<file path="config.mk">
export PLATFORM = sky130hd
export DESIGN_NAME = udp_frame_tx
export DESIGN_NICKNAME = d
export VERILOG_FILES = /design/src/rtl/udptx_pkg.sv /design/src/rtl/udptx_hdr_build.sv /design/src/rtl/udptx_fcs.sv /design/src/rtl/udp_frame_tx.sv
export SDC_FILE = /design/constraint.sdc
export NUM_CORES = 1
export LEC_CHECK = 0
export ABC_CLOCK_PERIOD_IN_PS = 8000
export BUFFER_PORTS_ARGS = -buffer_cell sky130_fd_sc_hd__buf_2
export CORE_UTILIZATION = 50
export CTS_CLUSTER_SIZE = 12
export DETAILED_ROUTE_END_ITERATION = 12
export GPL_ROUTABILITY_DRIVEN = 0
export HOLD_SLACK_MARGIN = 0.12
export PLACE_DENSITY = 0.72
export SLEW_MARGIN = 40
export SYNTH_ARGS = -nofsm -noshare
export SYNTH_HDL_FRONTEND = slang
export SYNTH_HIERARCHICAL = 1
export SYNTH_SLANG_ARGS = --single-unit
</file>
<file path="constraint.sdc">
create_clock -name clk -period 8 [get_ports clk]
set_input_delay 0.4 -clock clk [delete_from_list [all_inputs] [get_ports clk]]
set_output_delay 0.4 -clock clk [all_outputs]
set_load 0.005 [all_outputs]
</file>
<file path="src/rtl/udptx_pkg.sv">
package udptx_pkg;

  typedef enum logic [2:0] {
    ST_IDLE, ST_PRE, ST_HDR, ST_PAY, ST_PAD, ST_FCS, ST_GAP
  } tx_state_e;

  // MAC (14) + IPv4 (20) + UDP (8) header octets
  localparam int HDR_OCTETS  = 42;
  localparam int HDR_BITS    = 8 * HDR_OCTETS;
  localparam int IPUDP_OCTETS = 28;

  // One octet of the reflected CRC-32, LSB of the octet first.
  function automatic logic [31:0] crc32_step(input logic [31:0] c, input logic [7:0] d);
    logic [31:0] r;
    r = c;
    for (int i = 0; i < 8; i++) begin
      if (r[0] ^ d[i]) r = (r >> 1) ^ 32'hEDB8_8320;
      else             r = r >> 1;
    end
    return r;
  endfunction

  // Fold a 32-bit accumulator into a 16-bit ones'-complement sum.
  function automatic logic [15:0] csum_fold(input logic [31:0] s);
    logic [31:0] t;
    t = {16'h0, s[15:0]} + {16'h0, s[31:16]};
    t = {16'h0, t[15:0]} + {16'h0, t[31:16]};
    return t[15:0];
  endfunction

endpackage

</file>
<file path="src/rtl/udptx_hdr_build.sv">
module udptx_hdr_build
  import udptx_pkg::*;
#(
  parameter int LEN_W = 11
) (
  input  logic [47:0]            src_mac,
  input  logic [47:0]            dst_mac,
  input  logic [31:0]            src_ip,
  input  logic [31:0]            dst_ip,
  input  logic [15:0]            src_port,
  input  logic [15:0]            dst_port,
  input  logic                   bcast,
  input  logic [LEN_W-1:0]       udp_len,
  output logic [HDR_BITS-1:0]    hdr,
  output logic [31:0]            word_sum,
  output logic [15:0]            ip_csum
);

  logic [47:0] eff_mac;
  logic [31:0] eff_ip;
  logic [15:0] ip_total;
  logic [15:0] udp_total;
  logic [15:0] words [10];

  assign eff_mac   = bcast ? 48'hFFFF_FFFF_FFFF : dst_mac;
  assign eff_ip    = bcast ? 32'hFFFF_FFFF : dst_ip;
  assign ip_total  = 16'(IPUDP_OCTETS) + 16'(udp_len);
  assign udp_total = 16'd8 + 16'(udp_len);

  // IPv4 header words with the checksum field taken as zero
  always_comb begin
    words[0] = 16'h4500;
    words[1] = ip_total;
    words[2] = 16'h0000;
    words[3] = 16'h0000;
    words[4] = {8'd64, 8'd17};
    words[5] = 16'h0000;
    words[6] = src_ip[31:16];
    words[7] = src_ip[15:0];
    words[8] = eff_ip[31:16];
    words[9] = eff_ip[15:0];
    word_sum = '0;
    for (int i = 0; i < 10; i++) word_sum = word_sum + {16'h0, words[i]};
  end

  assign ip_csum = ~csum_fold(word_sum);

  assign hdr = {eff_mac, src_mac, 16'h0800,
                16'h4500, ip_total, 16'h0000, 16'h0000,
                8'd64, 8'd17, ip_csum, src_ip, eff_ip,
                src_port, dst_port, udp_total, 16'h0000};

endmodule

</file>
<file path="src/rtl/udptx_fcs.sv">
module udptx_fcs
  import udptx_pkg::*;
(
  input  logic        clk,
  input  logic        rst_n,
  input  logic        init,
  input  logic        adv,
  input  logic [7:0]  din,
  output logic [31:0] crc
);

  always_ff @(posedge clk) begin
    if (!rst_n)    crc <= 32'hFFFF_FFFF;
    else if (init) crc <= 32'hFFFF_FFFF;
    else if (adv)  crc <= crc32_step(crc, din);
  end

endmodule

</file>
<file path="src/rtl/udp_frame_tx.sv">
module udp_frame_tx
  import udptx_pkg::*;
#(
  parameter int MIN_ETH_PAYLOAD = 46,
  parameter int MAX_ETH_PAYLOAD = 1500,
  parameter int GAP_OCTETS      = 12,
  parameter int PRE_OCTETS      = 7,
  parameter int LEN_W           = $clog2(MAX_ETH_PAYLOAD + 1)
) (
  input  logic              clk,
  input  logic              rst_n,
  input  logic [47:0]       cfg_src_mac,
  input  logic [47:0]       cfg_dst_mac,
  input  logic [31:0]       cfg_src_ip,
  input  logic [31:0]       cfg_dst_ip,
  input  logic [15:0]       cfg_src_port,
  input  logic [15:0]       cfg_dst_port,
  input  logic              cfg_bcast,
  input  logic              pl_valid,
  input  logic [7:0]        pl_data,
  input  logic [LEN_W-1:0]  pl_len,
  output logic              pl_ready,
  output logic [7:0]        txd,
  output logic              tx_en
);

  localparam int MAX_UDP   = MAX_ETH_PAYLOAD - IPUDP_OCTETS;
  localparam int MIN_BODY  = MIN_ETH_PAYLOAD - IPUDP_OCTETS;
  localparam int MIN_FRAME = PRE_OCTETS + 1 + 14 + MIN_ETH_PAYLOAD + 4;
  localparam int MAX_FRAME = PRE_OCTETS + 1 + 14 + MAX_ETH_PAYLOAD + 4;
  localparam int RUN_W     = $clog2(MAX_FRAME + 1);
  localparam int IDLE_W    = $clog2(GAP_OCTETS + 1);

  localparam logic [LEN_W-1:0]  MAX_UDP_L  = LEN_W'(MAX_UDP);
  localparam logic [LEN_W-1:0]  MIN_BODY_L = LEN_W'(MIN_BODY);
  localparam logic [LEN_W-1:0]  PAD_LAST   = LEN_W'(MIN_BODY - 1);
  localparam logic [LEN_W-1:0]  HDR_LAST   = LEN_W'(HDR_OCTETS - 1);
  localparam logic [LEN_W-1:0]  PRE_LAST   = LEN_W'(PRE_OCTETS);
  localparam logic [LEN_W-1:0]  GAP_LAST   = LEN_W'(GAP_OCTETS - 1);
  localparam logic [LEN_W-1:0]  FCS_LAST   = LEN_W'(3);
  localparam logic [IDLE_W-1:0] GAP_SAT    = IDLE_W'(GAP_OCTETS);
  localparam logic [RUN_W-1:0]  MIN_RUN    = RUN_W'(MIN_FRAME);

  tx_state_e           state, nstate;
  logic [LEN_W-1:0]    cnt, ncnt;
  logic [LEN_W-1:0]    len_q, len_in;
  logic [HDR_BITS-1:0] hdr_sr, hdr_new;
  logic [31:0]         hb_sum;
  logic [15:0]         hb_csum;
  logic [31:0]         crc;
  logic [31:0]         crc_fin;
  logic [7:0]          nxt_byte;
  logic                nxt_en;

  // Internal events, named for the assertions
  logic start_ev;     // frame accepted this cycle
  logic abort_ev;     // payload underrun this cycle
  logic crc_adv;      // octet covered by the FCS
  logic abort_q;      // underrun, aligned with tx_en

  assign start_ev = (state == ST_IDLE) && pl_valid;
  assign len_in   = (pl_len > MAX_UDP_L) ? MAX_UDP_L : pl_len;
  assign pl_ready = (state == ST_PAY);
  assign crc_fin  = ~crc;

  udptx_hdr_build #(.LEN_W(LEN_W)) u_hdr (
    .src_mac  (cfg_src_mac),
    .dst_mac  (cfg_dst_mac),
    .src_ip   (cfg_src_ip),
    .dst_ip   (cfg_dst_ip),
    .src_port (cfg_src_port),
    .dst_port (cfg_dst_port),
    .bcast    (cfg_bcast),
    .udp_len  (len_in),
    .hdr      (hdr_new),
    .word_sum (hb_sum),
    .ip_csum  (hb_csum)
  );

  udptx_fcs u_fcs (
    .clk   (clk),
    .rst_n (rst_n),
    .init  (start_ev),
    .adv   (crc_adv),
    .din   (nxt_byte),
    .crc   (crc)
  );

  always_comb begin
    nstate   = state;
    ncnt     = cnt;
    nxt_en   = 1'b0;
    nxt_byte = 8'h00;
    crc_adv  = 1'b0;
    abort_ev = 1'b0;
    unique case (state)
      ST_IDLE: begin
        if (pl_valid) begin
          nxt_en   = 1'b1;
          nxt_byte = 8'h55;
          nstate   = ST_PRE;
          ncnt     = LEN_W'(1);
        end
      end
      ST_PRE: begin
        nxt_en = 1'b1;
        if (cnt == PRE_LAST) begin
          nxt_byte = 8'hD5;
          nstate   = ST_HDR;
          ncnt     = '0;
        end else begin
          nxt_byte = 8'h55;
          ncnt     = cnt + 1'b1;
        end
      end
      ST_HDR: begin
        nxt_en   = 1'b1;
        nxt_byte = hdr_sr[HDR_BITS-1 -: 8];
        crc_adv  = 1'b1;
        if (cnt == HDR_LAST) begin
          ncnt   = '0;
          nstate = (len_q == '0) ? ST_PAD : ST_PAY;
        end else begin
          ncnt = cnt + 1'b1;
        end
      end
      ST_PAY: begin
        if (pl_valid) begin
          nxt_en   = 1'b1;
          nxt_byte = pl_data;
          crc_adv  = 1'b1;
          if (cnt == len_q - 1'b1) begin
            if (cnt + 1'b1 < MIN_BODY_L) begin
              nstate = ST_PAD;
              ncnt   = cnt + 1'b1;
            end else begin
              nstate = ST_FCS;
              ncnt   = '0;
            end
          end else begin
            ncnt = cnt + 1'b1;
          end
        end else begin
          abort_ev = 1'b1;
          nstate   = ST_GAP;
          ncnt     = '0;
        end
      end
      ST_PAD: begin
        nxt_en  = 1'b1;
        crc_adv = 1'b1;
        if (cnt == PAD_LAST) begin
          nstate = ST_FCS;
          ncnt   = '0;
        end else begin
          ncnt = cnt + 1'b1;
        end
      end
      ST_FCS: begin
        nxt_en = 1'b1;
        case (cnt[1:0])
          2'd0:    nxt_byte = crc_fin[7:0];
          2'd1:    nxt_byte = crc_fin[15:8];
          2'd2:    nxt_byte = crc_fin[23:16];
          default: nxt_byte = crc_fin[31:24];
        endcase
        if (cnt == FCS_LAST) begin
          nstate = ST_GAP;
          ncnt   = '0;
        end else begin
          ncnt = cnt + 1'b1;
        end
      end
      ST_GAP: begin
        if (cnt == GAP_LAST) begin
          nstate = ST_IDLE;
          ncnt   = '0;
        end else begin
          ncnt = cnt + 1'b1;
        end
      end
      default: begin
        nstate = ST_IDLE;
        ncnt   = '0;
      end
    endcase
  end

  always_ff @(posedge clk) begin
    if (!rst_n) begin
      state   <= ST_IDLE;
      cnt     <= '0;
      len_q   <= '0;
      hdr_sr  <= '0;
      txd     <= 8'h00;
      tx_en   <= 1'b0;
      abort_q <= 1'b0;
    end else begin
      state   <= nstate;
      cnt     <= ncnt;
      txd     <= nxt_byte;
      tx_en   <= nxt_en;
      abort_q <= abort_ev;
      if (start_ev) begin
        len_q  <= len_in;
        hdr_sr <= hdr_new;
      end else if (state == ST_HDR) begin
        hdr_sr <= {hdr_sr[HDR_BITS-9:0], 8'h00};
      end
    end
  end

  // ---------------- assertions ----------------
  logic [IDLE_W-1:0] idle_run;  // idle octets since last frame, saturating
  logic [RUN_W-1:0]  run_len;   // octets of the frame now on the line

  always_ff @(posedge clk) begin
    if (!rst_n) begin
      idle_run <= GAP_SAT;
      run_len  <= '0;
    end else begin
      if (tx_en) idle_run <= '0;
      else if (idle_run != GAP_SAT) idle_run <= idle_run + 1'b1;
      run_len <= tx_en ? run_len + 1'b1 : '0;
    end
  end

  assert_preamble_open_R1: assert property (@(posedge clk) disable iff (!rst_n)
    $rose(tx_en) |-> (txd == 8'h55));

  assert_min_frame_R2: assert property (@(posedge clk) disable iff (!rst_n)
    $fell(tx_en) |-> (abort_q || run_len >= MIN_RUN));

  assert_ip_csum_R4: assert property (@(posedge clk) disable iff (!rst_n)
    start_ev |-> (csum_fold(hb_sum + {16'h0, hb_csum}) == 16'hFFFF));

  assert_payload_pass_R5: assert property (@(posedge clk) disable iff (!rst_n)
    (pl_ready && pl_valid) |=> (tx_en && txd == $past(pl_data)));

  assert_idle_gap_R8: assert property (@(posedge clk) disable iff (!rst_n)
    $rose(tx_en) |-> (idle_run >= GAP_SAT));

  assert_underrun_drop_R11: assert property (@(posedge clk) disable iff (!rst_n)
    (pl_ready && !pl_valid) |=> !tx_en);

endmodule

</file>
Yosys cells after proc, flatten, opt, wreduce, memory -nomap -nowiden --
Index checks and enable logic that the tools add are counted.
Storage, ports and cells: memories 0, input bits 215, register bits 386, latch bits 0, word-level logic and storage cells 135, bits in read-only memories 0, output and inout port bits 10, memory bits (writable) 0
Operators by class: mux-type cells 63, order comparisons 2, add/sub/neg operators 12, equal/unequal tests 21, bitwise gates (word level) 19, shifts and indexed selects 0, divide/modulo/power cells 0, reductions and logical operators 10, multiply operators 0
Operator list (number):
- 32-bit 2-to-1 mux | 30
- 336-bit 2-to-1 mux | 2
- 32-bit by 16-bit adder with 32-bit output | 4
- 13-bit NOT with 14-bit output | 8
- 11-bit 2-to-1 mux | 10
- 11-bit one-hot mux with 7 select lines | 1
- 48-bit 2-to-1 mux | 1
- 8-bit one-hot mux with 5 select lines | 1
- 32-bit by 15-bit adder with 32-bit output, second input constant | 1
- 32-bit NOT | 1
- 3-bit 2-to-1 mux | 9
- 8-bit one-hot mux with 3 select lines | 1
- 3-bit one-hot mux with 7 select lines | 1
- 15-bit by 16-bit adder with 17-bit output, first input constant | 1
- 16-bit by 16-bit adder with 17-bit output | 1
- 16-bit adder | 1
- 8-bit 2-to-1 mux | 2
- 16-bit NOT | 1
- 4-bit by 11-bit adder with 12-bit output, first input constant | 1
- 5-bit by 11-bit adder with 12-bit output, first input constant | 1
- 2-bit != test, second input constant | 6
- 11-bit by 1-bit adder with 11-bit output, second input constant | 1
- 11-bit equality test | 1
- 11-bit by 2-bit equality test with 1-bit output, second input constant | 1
- other kinds (26) | 40

Logic depth before layout (Yosys ltp) --
Gate-level depths: netlist of the first run.
depth after elaboration 40, depth in mapped cells 47, gate-level depth less buffers 47

Modules after synthesis --
Netlist of the first run, hierarchy kept.
Modules (own cells, without submodules):
- udp_frame_tx | seq. area each 7407.1 um2, area an instance 16702.3 um2, cells an instance 2158, times used 1
- udptx_hdr_build | seq. area each 0.0 um2, area an instance 5840.6 um2, cells an instance 782, times used 1
- udptx_fcs | seq. area each 640.6 um2, area an instance 1786.7 um2, cells an instance 193, times used 1

Worst setup path after synthesis of the first run --
OpenSTA, ideal clock, no wires.
kind input-to-reg, start input pl_len[0], end register hdr_sr[142], path buffers 0, data arrival time 8667 ps, stages on the path 46, path slack -758 ps, setup time 91 ps, required time 7909 ps, cells stage by stage nor4_1 > a21oi_1 > o21ai_0 > and2_1 > inv_1 > ha_1 > a21boi_0 > xnor2_1 > ha_1 > ha_1 > inv_1 > o21bai_1 > a21oi_1 > o21ai_0 > nand4_1 > and3b_1 > xnor2_1 > fa_1 > [... 10 more ...] > inv_1 > fa_1 > inv_1 > a21oi_1 > nor2_1 > nand3_1 > nor4_1 > nand3_1 > nor2_1 > ha_1 > ha_1 > nand2_1 > nor4_1 > and2_1 > nand3b_1 > xnor2_1 > nor2_1 > a311oi_1
On the way: word-level cells in the longest chain between the ends 13
RTL lines:
- start: declaration | RTL line udp_frame_tx.sv:21 | input logic [LEN_W-1:0] pl_len,
- 11-bit greater-than comparator | RTL line udp_frame_tx.sv:62 | assign len_in = (pl_len > MAX_UDP_L) ? MAX_UDP_L : pl_len;
- 11-bit 2-to-1 mux | RTL line udp_frame_tx.sv:62
- named net len_in[4] | RTL line udp_frame_tx.sv:46 | logic [LEN_W-1:0] len_q, len_in;
- 5-bit by 11-bit adder with 12-bit output | RTL line udptx_hdr_build.sv:27 | assign ip_total = 16'(IPUDP_OCTETS) + 16'(udp_len);
- named net hdr_new[197] | RTL line udp_frame_tx.sv:47 | logic [HDR_BITS-1:0] hdr_sr, hdr_new;
- 15-bit by 16-bit adder with 17-bit output | RTL line udptx_hdr_build.sv:43 | for (int i = 0; i < 10; i++) word_sum = word_sum + {16'h0, words[i]};
- 32-bit by 15-bit adder with 32-bit output | RTL line udptx_hdr_build.sv:43
- 32-bit by 16-bit adder with 32-bit output (4 in a row) | RTL line udptx_hdr_build.sv:43
- named net hb_sum[16] | RTL line udp_frame_tx.sv:48 | logic [31:0] hb_sum;
- 16-bit by 16-bit adder with 17-bit output | RTL line udptx_pkg.sv:26 | t = {16'h0, s[15:0]} + {16'h0, s[31:16]};
- 16-bit adder | RTL line udptx_pkg.sv:27 | t = {16'h0, t[15:0]} + {16'h0, t[31:16]};
- 16-bit NOT | RTL line udptx_hdr_build.sv:46 | assign ip_csum = ~csum_fold(word_sum);
- named net hdr_new[142] | RTL line udp_frame_tx.sv:47
- 336-bit 2-to-1 mux | RTL line udp_frame_tx.sv:204 | if (start_ev) begin
- end signal: assignment | RTL line udp_frame_tx.sv:206 | hdr_sr <= hdr_new;
- end signal: assignment | RTL line udp_frame_tx.sv:208 | hdr_sr <= {hdr_sr[HDR_BITS-9:0], 8'h00};
- end: declaration | RTL line udp_frame_tx.sv:47
The timed path passes the listed nets, and every way through them passes these cells. A chain may end at the register's enable or synchronous reset.

Worst setup path in the final report of the first run --
start input pl_len[3], end register hdr_sr[143]
The elaborated chain is that of the path after synthesis.

==> results by group, run 1 <==
Run status
  – Status: completed

Detailed routing
  – Detailed-route wire length: roughly 66000 microns
  – TritonRoute pass-1 iters: 6
  – ANT nets after route: 0
  – Vias per inst: 5.61
  – DRC errors left: 0
  – Post-DR wirelength/cell: 17.0 microns
  – Number of DRC markers in iteration 0: roughly 1900
  – Vias post-DR: 21672

Global route
  – Total track usage: 25.9%
  – First-pass GRT wire length: 105000 microns
  – Largest net degree at the start of global routing: ~170
  – Number of global-route vias before repair: 20578
  – GRT Residual Overflow: 0
  – Initial antenna violation count: 5

Critical path
  – Cell mode on critical path: a21oi_2
  – Critical path type: in -> reg
  – Critical path arrival: ~8.3 ns
  – CP startpoint kind: input pin
  – CP max stage delay: between 0.4 and 0.5 ns
  – Max FO, Critical Path: 5
  – Critical path endpoint category: register
  – Slowest cell on the critical path: fa_1
  – Req. time, crit path: 8.48 ns

Timing
  – Max_slew headroom: 42.5%
  – TNS Setup: 0 ns
  – Final Setup Violations: 0
  – RSZ-0062 raised after global routing: true
  – Slew @ Worst Pin: 0.857 ns
  – Fmax: 0.128 GHz
  – Slew Viols, Final: 0
  – Post-layout minimum cycle time: approximately 7.8 ns
  – Period utilization: 98.0%
  – Final Hold Fails: 0
  – Clk_skew: 0.0103 ns

Finish
  – Nets: around 3500
  – P&R area growth vs syn: 13.4%
  – Fillers: 4222
  – Share of layout cells above drive strength 1: 18.8%
  – Post-Layout Cell Count: around 3900
  – Final cell utilization of the core: 57.4%

Clock tree
  – TritonCTS buffer count: 45
  – H-tree depth: 2
  – Clock-pin slew on the worst setup and hold paths: 0.06 ns
  – Clock root buffer: clkbuf_16
  – CTS tree: yes
  – CTS sink cnt: 402
  – Max Buffers Root-to-Sink: 3
  – Clk Latency, worst-skew pair: 0.58 ns

Pwr
  – VDD IR max: 0.000303 V
  – Static leakage: roughly 11 nW
  – PwrDens: between 300 and 400 mW/mm^2

Yosys
  – Syn Std Cell Area: around 0.024 sq mm
  – Syn avg cell area: 7.77 sq um
  – Yosys warns: 6
  – Post-synthesis instance total: between 3000 and 4000

Floorplan
  – I/O pin count: 225
  – Die area: 0.0491 sq mm
  – Site row count: 80
  – Die X: roughly 220 microns
  – Placeable Area: ~0.048 sq mm
  – Die Span Y: 222 microns
  – Starting Density: between 50% and 60%

Worst hold path
  – Hold Path Class: in -> reg

Place
  – Cells after DPL: 3717
  – Dpl hpwl: 44300 microns
  – Port Buffers: between 200 and 250

Job
  – Max Cap Viol: 0
## where the power goes
group          leakage (nW)  switching (mW)  internal (mW)
sequential             3.32           0.399           2.63
combinational          7.35            3.35           2.29
clock                 0.714           0.841           1.22
## metal layers
metal | global-route usage [%] | vias to the layer above | wire length (microns)
met2 | 40.5 | 767 | 29700
met1 | 34.4 | 10284 | 28500
met4 | 11.7 | 0 | 2880
li1 | - | 10446 | -
met5 | 0 | - | 0
met3 | 4.97 | 175 | 4680
## flip-flops by register name, summed over array words and instances (netlist names)
| register | flops |
|---|---|
| hdr_sr | 336 |
| u_fcs/crc | 32 |
| cnt | 11 |
| len_q | 11 |
| txd | 8 |
| state | 3 |
| tx_en | 1 |
## stage by stage
stage | instance area, sq um | power (mW) | setup slack [ns] | hold WS [ns]
6_report | 27400 | 10.7 | 0.163 | 0.144
5_1_grt | 27400 | 11.5 | -0.237 | 0.137
4_1_cts | 26900 | 10.5 | 0.00200 | 0.120
3_5_place_dp | 25000 | 8.38 | -0.687 | 0.448
3_3_place_gp | 24900 | 8.16 | -0.467 | 0.445
2_1_floorplan | 24600 | 7.04 | 0.0128 | 0.436
## path summary, 6_finish.rpt
| path | start | slack, ns | depth (start not counted) | to |
|---|---|---|---|---|
| worst max-delay path | pl_len[3] | 0.16 | 46 | hdr_sr[143]$_SDFFE_PN0P_ |
| worst min-delay path | cfg_src_ip[14] | 0.14 | 3 | hdr_sr[110]$_SDFFE_PN0P_ |
| worst max register to register | cnt[0]$_SDFFE_PN0N_ | 3.69 | 13 | u_fcs/crc[19]$_SDFFE_PP1P_ |
| worst min register to register | hdr_sr[262]$_SDFFE_PN0P_ | 0.45 | 2 | hdr_sr[262]$_SDFFE_PN0P_ |
## critical path, delay by kind of cell
kind	cells	cell delay, ns
simple gates	16	2.32
compound gates	13	2.31
fa+ha+maj	8	2.40
xor+xnor	4	0.60
buf+inv	5	0.29
## repair_timing
action | 4_1_cts | 5_1_grt
resized for setup | 3 | 66
hold buffers | 45 | 0
setup buffers | 0 | 16
pin swaps | 3 | 50
endpoints found under the setup margin | 5 | 14
endpoints found under the hold margin | 45 | 0
## placed cells by master (no fill, tap or decap), types with 10 or more instances in the layout
cell and instances:
a21boi_0 40, a21oi_1 37, a21oi_2 12, a22oi_1 50
a311oi_1 252, and2_1 18, and3_1 12, buf_2 222
buf_4 123, clkbuf_1 17, clkbuf_16 46, clkbuf_8 10
conb_1 104, dfxtp_1 402, dlygate4sd3_1 45, fa_1 32
ha_1 41, ha_4 11, inv_1 124, nand2_1 705
nand2b_1 10, nand3_1 64, nor2_1 312, nor2b_1 22
nor3_1 14, o211a_1 39, o211ai_1 17, o21ai_0 35
o22ai_1 12, or2_2 81, xnor2_1 90, xor2_1 39
## area by class of cell
type / instances / area [sq um] / area share (%)
tap: 615 / 769 / 2.81
clock inverter: 9 / 113 / 0.412
multi-input combinational: 2225 / 13900 / 50.7
inverter: 133 / 517 / 1.89
sequential: 402 / 8050 / 29.4
clock buffer: 73 / 1350 / 4.95
antenna: 4 / 10.0 / 0.0366
timing repair buffer: 403 / 2680 / 9.79
Power figures use the tool's default switching activity.
==> run 2: changes to the inputs <==
CAP_MARGIN = 20   (was not set)
GPL_TIMING_DRIVEN = 0   (was not set)
==> run 2 against run 1 <==
The flow now finishes with violations (negative setup slack). Count of clock-buffer cells in the layout fell by 9. Sequential power barely moved. Non-clock buffer count rose by 254. Largest power group unchanged. Highest routed layer is now met5.
==> results by group, run 2 (same netlist as run 1, synthesis figures left out) <==
Global route
  – GRT Residual Overflow: 0
  – Total track usage: 29.4%
  – First-pass GRT wire length: 117000 microns
  – Number of global-route vias before repair: 22502
  – Largest net degree at the start of global routing: 13
  – Initial antenna violation count: 17

Finish
  – Biggest regs: hdr_sr x336, u_fcs/crc x32
  – Nets: 3769
  – Most frequent cells in the layout: nand2_1 (705), dfxtp_1 (402), nor2_1 (309), buf_4 (270), a311oi_1 (251)
  – Top reg by flops: hdr_sr
  – Max reg flops: roughly 340
  – P&R area growth vs syn: 20.1%
  – Share of layout cells above drive strength 1: 20.7%
  – Most common cell after layout, fill and taps aside: nand2_1

Job
  – Max Cap Viol: 0

Timing
  – Final Hold Fails: 0
  – Final Setup Violations: 6
  – Max_slew headroom: 39.9%
  – Post-layout minimum cycle time: a little over 8 ns
  – Setup slack after layout: -0.121 ns
  – Fmax: 0.123 GHz
  – Clk_skew: around 0.019 ns
  – Slew @ Worst Pin: 0.902 ns
  – Hold_ws: 0.142 ns
  – Slew Viols, Final: 0
  – Period utilization: 102%
  – RSZ-0062 raised after global routing: true

Critical path
  – Slowest cell on the critical path: fa_1
  – Critical path type: in -> reg
  – R2R setup slack: around 3.7 ns
  – End of the critical path: hdr_sr[142]$_SDFFE_PN0P_
  – CP startpoint kind: input pin
  – R2r endpoint: u_fcs/crc[19]$_SDFFE_PP1P_
  – Crit path launch: pl_len[1]
  – CP max stage delay: 0.51 ns
  – Critical path endpoint category: register
  – R2R depth: 12
  – Beginning of the worst register-to-register path: state[0]$_SDFFE_PN0P_
  – Cell mode on critical path: a21oi_2
  – Req. time, crit path: 8.48 ns
  – Critical path arrival: approximately 8.6 ns
  – Max FO, Critical Path: 5
  – CP top delay family: compound AO/OA/AOI/OAI gates
  – Worst path bufs/invs: 6
  – Critical Path Stages: between 40 and 50

Floorplan
  – Die area: a little under 0.05 sq mm
  – Placeable Area: 0.0476 sq mm
  – Die Span Y: roughly 220 microns
  – Site row count: 80
  – Die X: 222 microns
  – I/O pin count: 225
  – Starting Density: 50.6%

Detailed routing
  – Post-DR wirelength/cell: 18.2 microns
  – Vias per inst: between 5 and 6
  – Number of DRC markers in iteration 0: 2084
  – TritonRoute pass-1 iters: 8
  – ANT nets after route: 0
  – Vias post-DR: 23183
  – DRC errors left: 0
  – Detailed-route wire length: 74700 microns

Pwr
  – PwrDens: ~390 mW/mm^2
  – VDD IR max: 0.000314 V
  – Static leakage: 12.1 nW

Clock tree
  – Clock-pin slew on the worst setup and hold paths: 0.06 ns
  – Max Buffers Root-to-Sink: 3
  – CTS sink cnt: 402
  – CTS tree: yes
  – Clk Latency, worst-skew pair: a little under 0.6 ns
  – Clock root buffer: clkbuf_16
  – TritonCTS buffer count: 45
  – H-tree depth: 2

Worst hold path
  – HP Start: cfg_src_mac[29]
  – Hold Path Class: in -> reg
  – WHS Path Cells: 3

Place
  – DP Worst Slack: -1.83 ns
  – Port Buffers: 142
  – Dpl hpwl: 54700 microns

Run status
  – Status: complete, but fails checks
  – Failing checks: negative setup slack
-- run 2: changes by cell type in the layout (fill, tap and decap cells not counted), sizes merged --
| cell | delta |
|---|---|
| buf | +81 |
| bufinv | +2 |
| clkbuf | +191 |
| diode | +4 |
| dlygate4sd3 | -27 |
| inv | +2 |
-- run 2: layout make-up --
class | count | area (sq um)
plain buffers | 446 | 2540
inverters | 133 | 505
fillers | 4093 | 18700
clock inverters | 13 | 184
multi-input cells | 2225 | 14300
well taps | 615 | 769
clock buffers | 64 | 1320
flip-flops and latches | 402 | 8050
repair buffers | 211 | 1300
diodes | 8 | 20.0
-- run 2: layer usage --
| layer | GRT usage [%] | share of wire (%) | routed length (microns) | vias to the layer above |
|---|---|---|---|---|
| li1 | - | - | - | 10979 |
| met1 | 37.0 | 41 | 30400 | 11025 |
| met2 | 48.9 | 47 | 34800 | 946 |
| met3 | 6.81 | 8.5 | 6350 | 213 |
| met4 | 10.9 | 4.0 | 2990 | 20 |
| met5 | 0 | 0.18 | 131 | - |
-- run 2: tightest hold or removal path, delay by kind of cell --
kind	cells	cell delay, ns
AOI/OAI and AO/OA	2	0.20
buffers and inverters	1	0.08
-- run 2: what timing repair did --
action	CTS	global route
hold buffers	18	0
hold endpoints to repair	18	0
pin swaps	61	73
resized for setup	96	48
gates cloned	0	0
setup buffers	35	18
endpoints found under the setup margin	16	14
-- run 2: power by group --
part	internal, mW	switching [mW]	total, mW	leakage, nW
Sequential	2.63	0.402	3.04	3.32
Combinational	2.38	3.67	6.05	7.99
Clock	1.27	0.856	2.13	0.743
-- run 2: worst min-delay path by stage --
stage                                          end  slack [ns]
after floorplan           hdr_sr[260]$_SDFFE_PN0P_        0.44
after global placement    hdr_sr[264]$_SDFFE_PN0P_        0.45
after detailed placement  hdr_sr[265]$_SDFFE_PN0P_        0.45
after CTS                 hdr_sr[252]$_SDFFE_PN0P_        0.12
after global routing      hdr_sr[244]$_SDFFE_PN0P_        0.14
final                     hdr_sr[269]$_SDFFE_PN0P_        0.14
-- run 2: per-stage QoR --
| stage | cell area, sq um | util [%] | power (mW) | instances | setup TNS, ns |
|---|---|---|---|---|---|
| CTS | 28500 | 59.9 | 10.8 | 4093 | -0.0113 |
| floorplan | 24600 | - | 7.04 | 3206 | 0 |
| global route | 29000 | 60.8 | 11.9 | 4114 | -3.89 |
| global placement | 26100 | 54.7 | 8.13 | 3963 | -17.54 |
| detailed placement | 26100 | 54.7 | 8.30 | 3963 | -21.52 |
| finish | 29000 | 60.8 | 11.2 | 4117 | -0.409 |
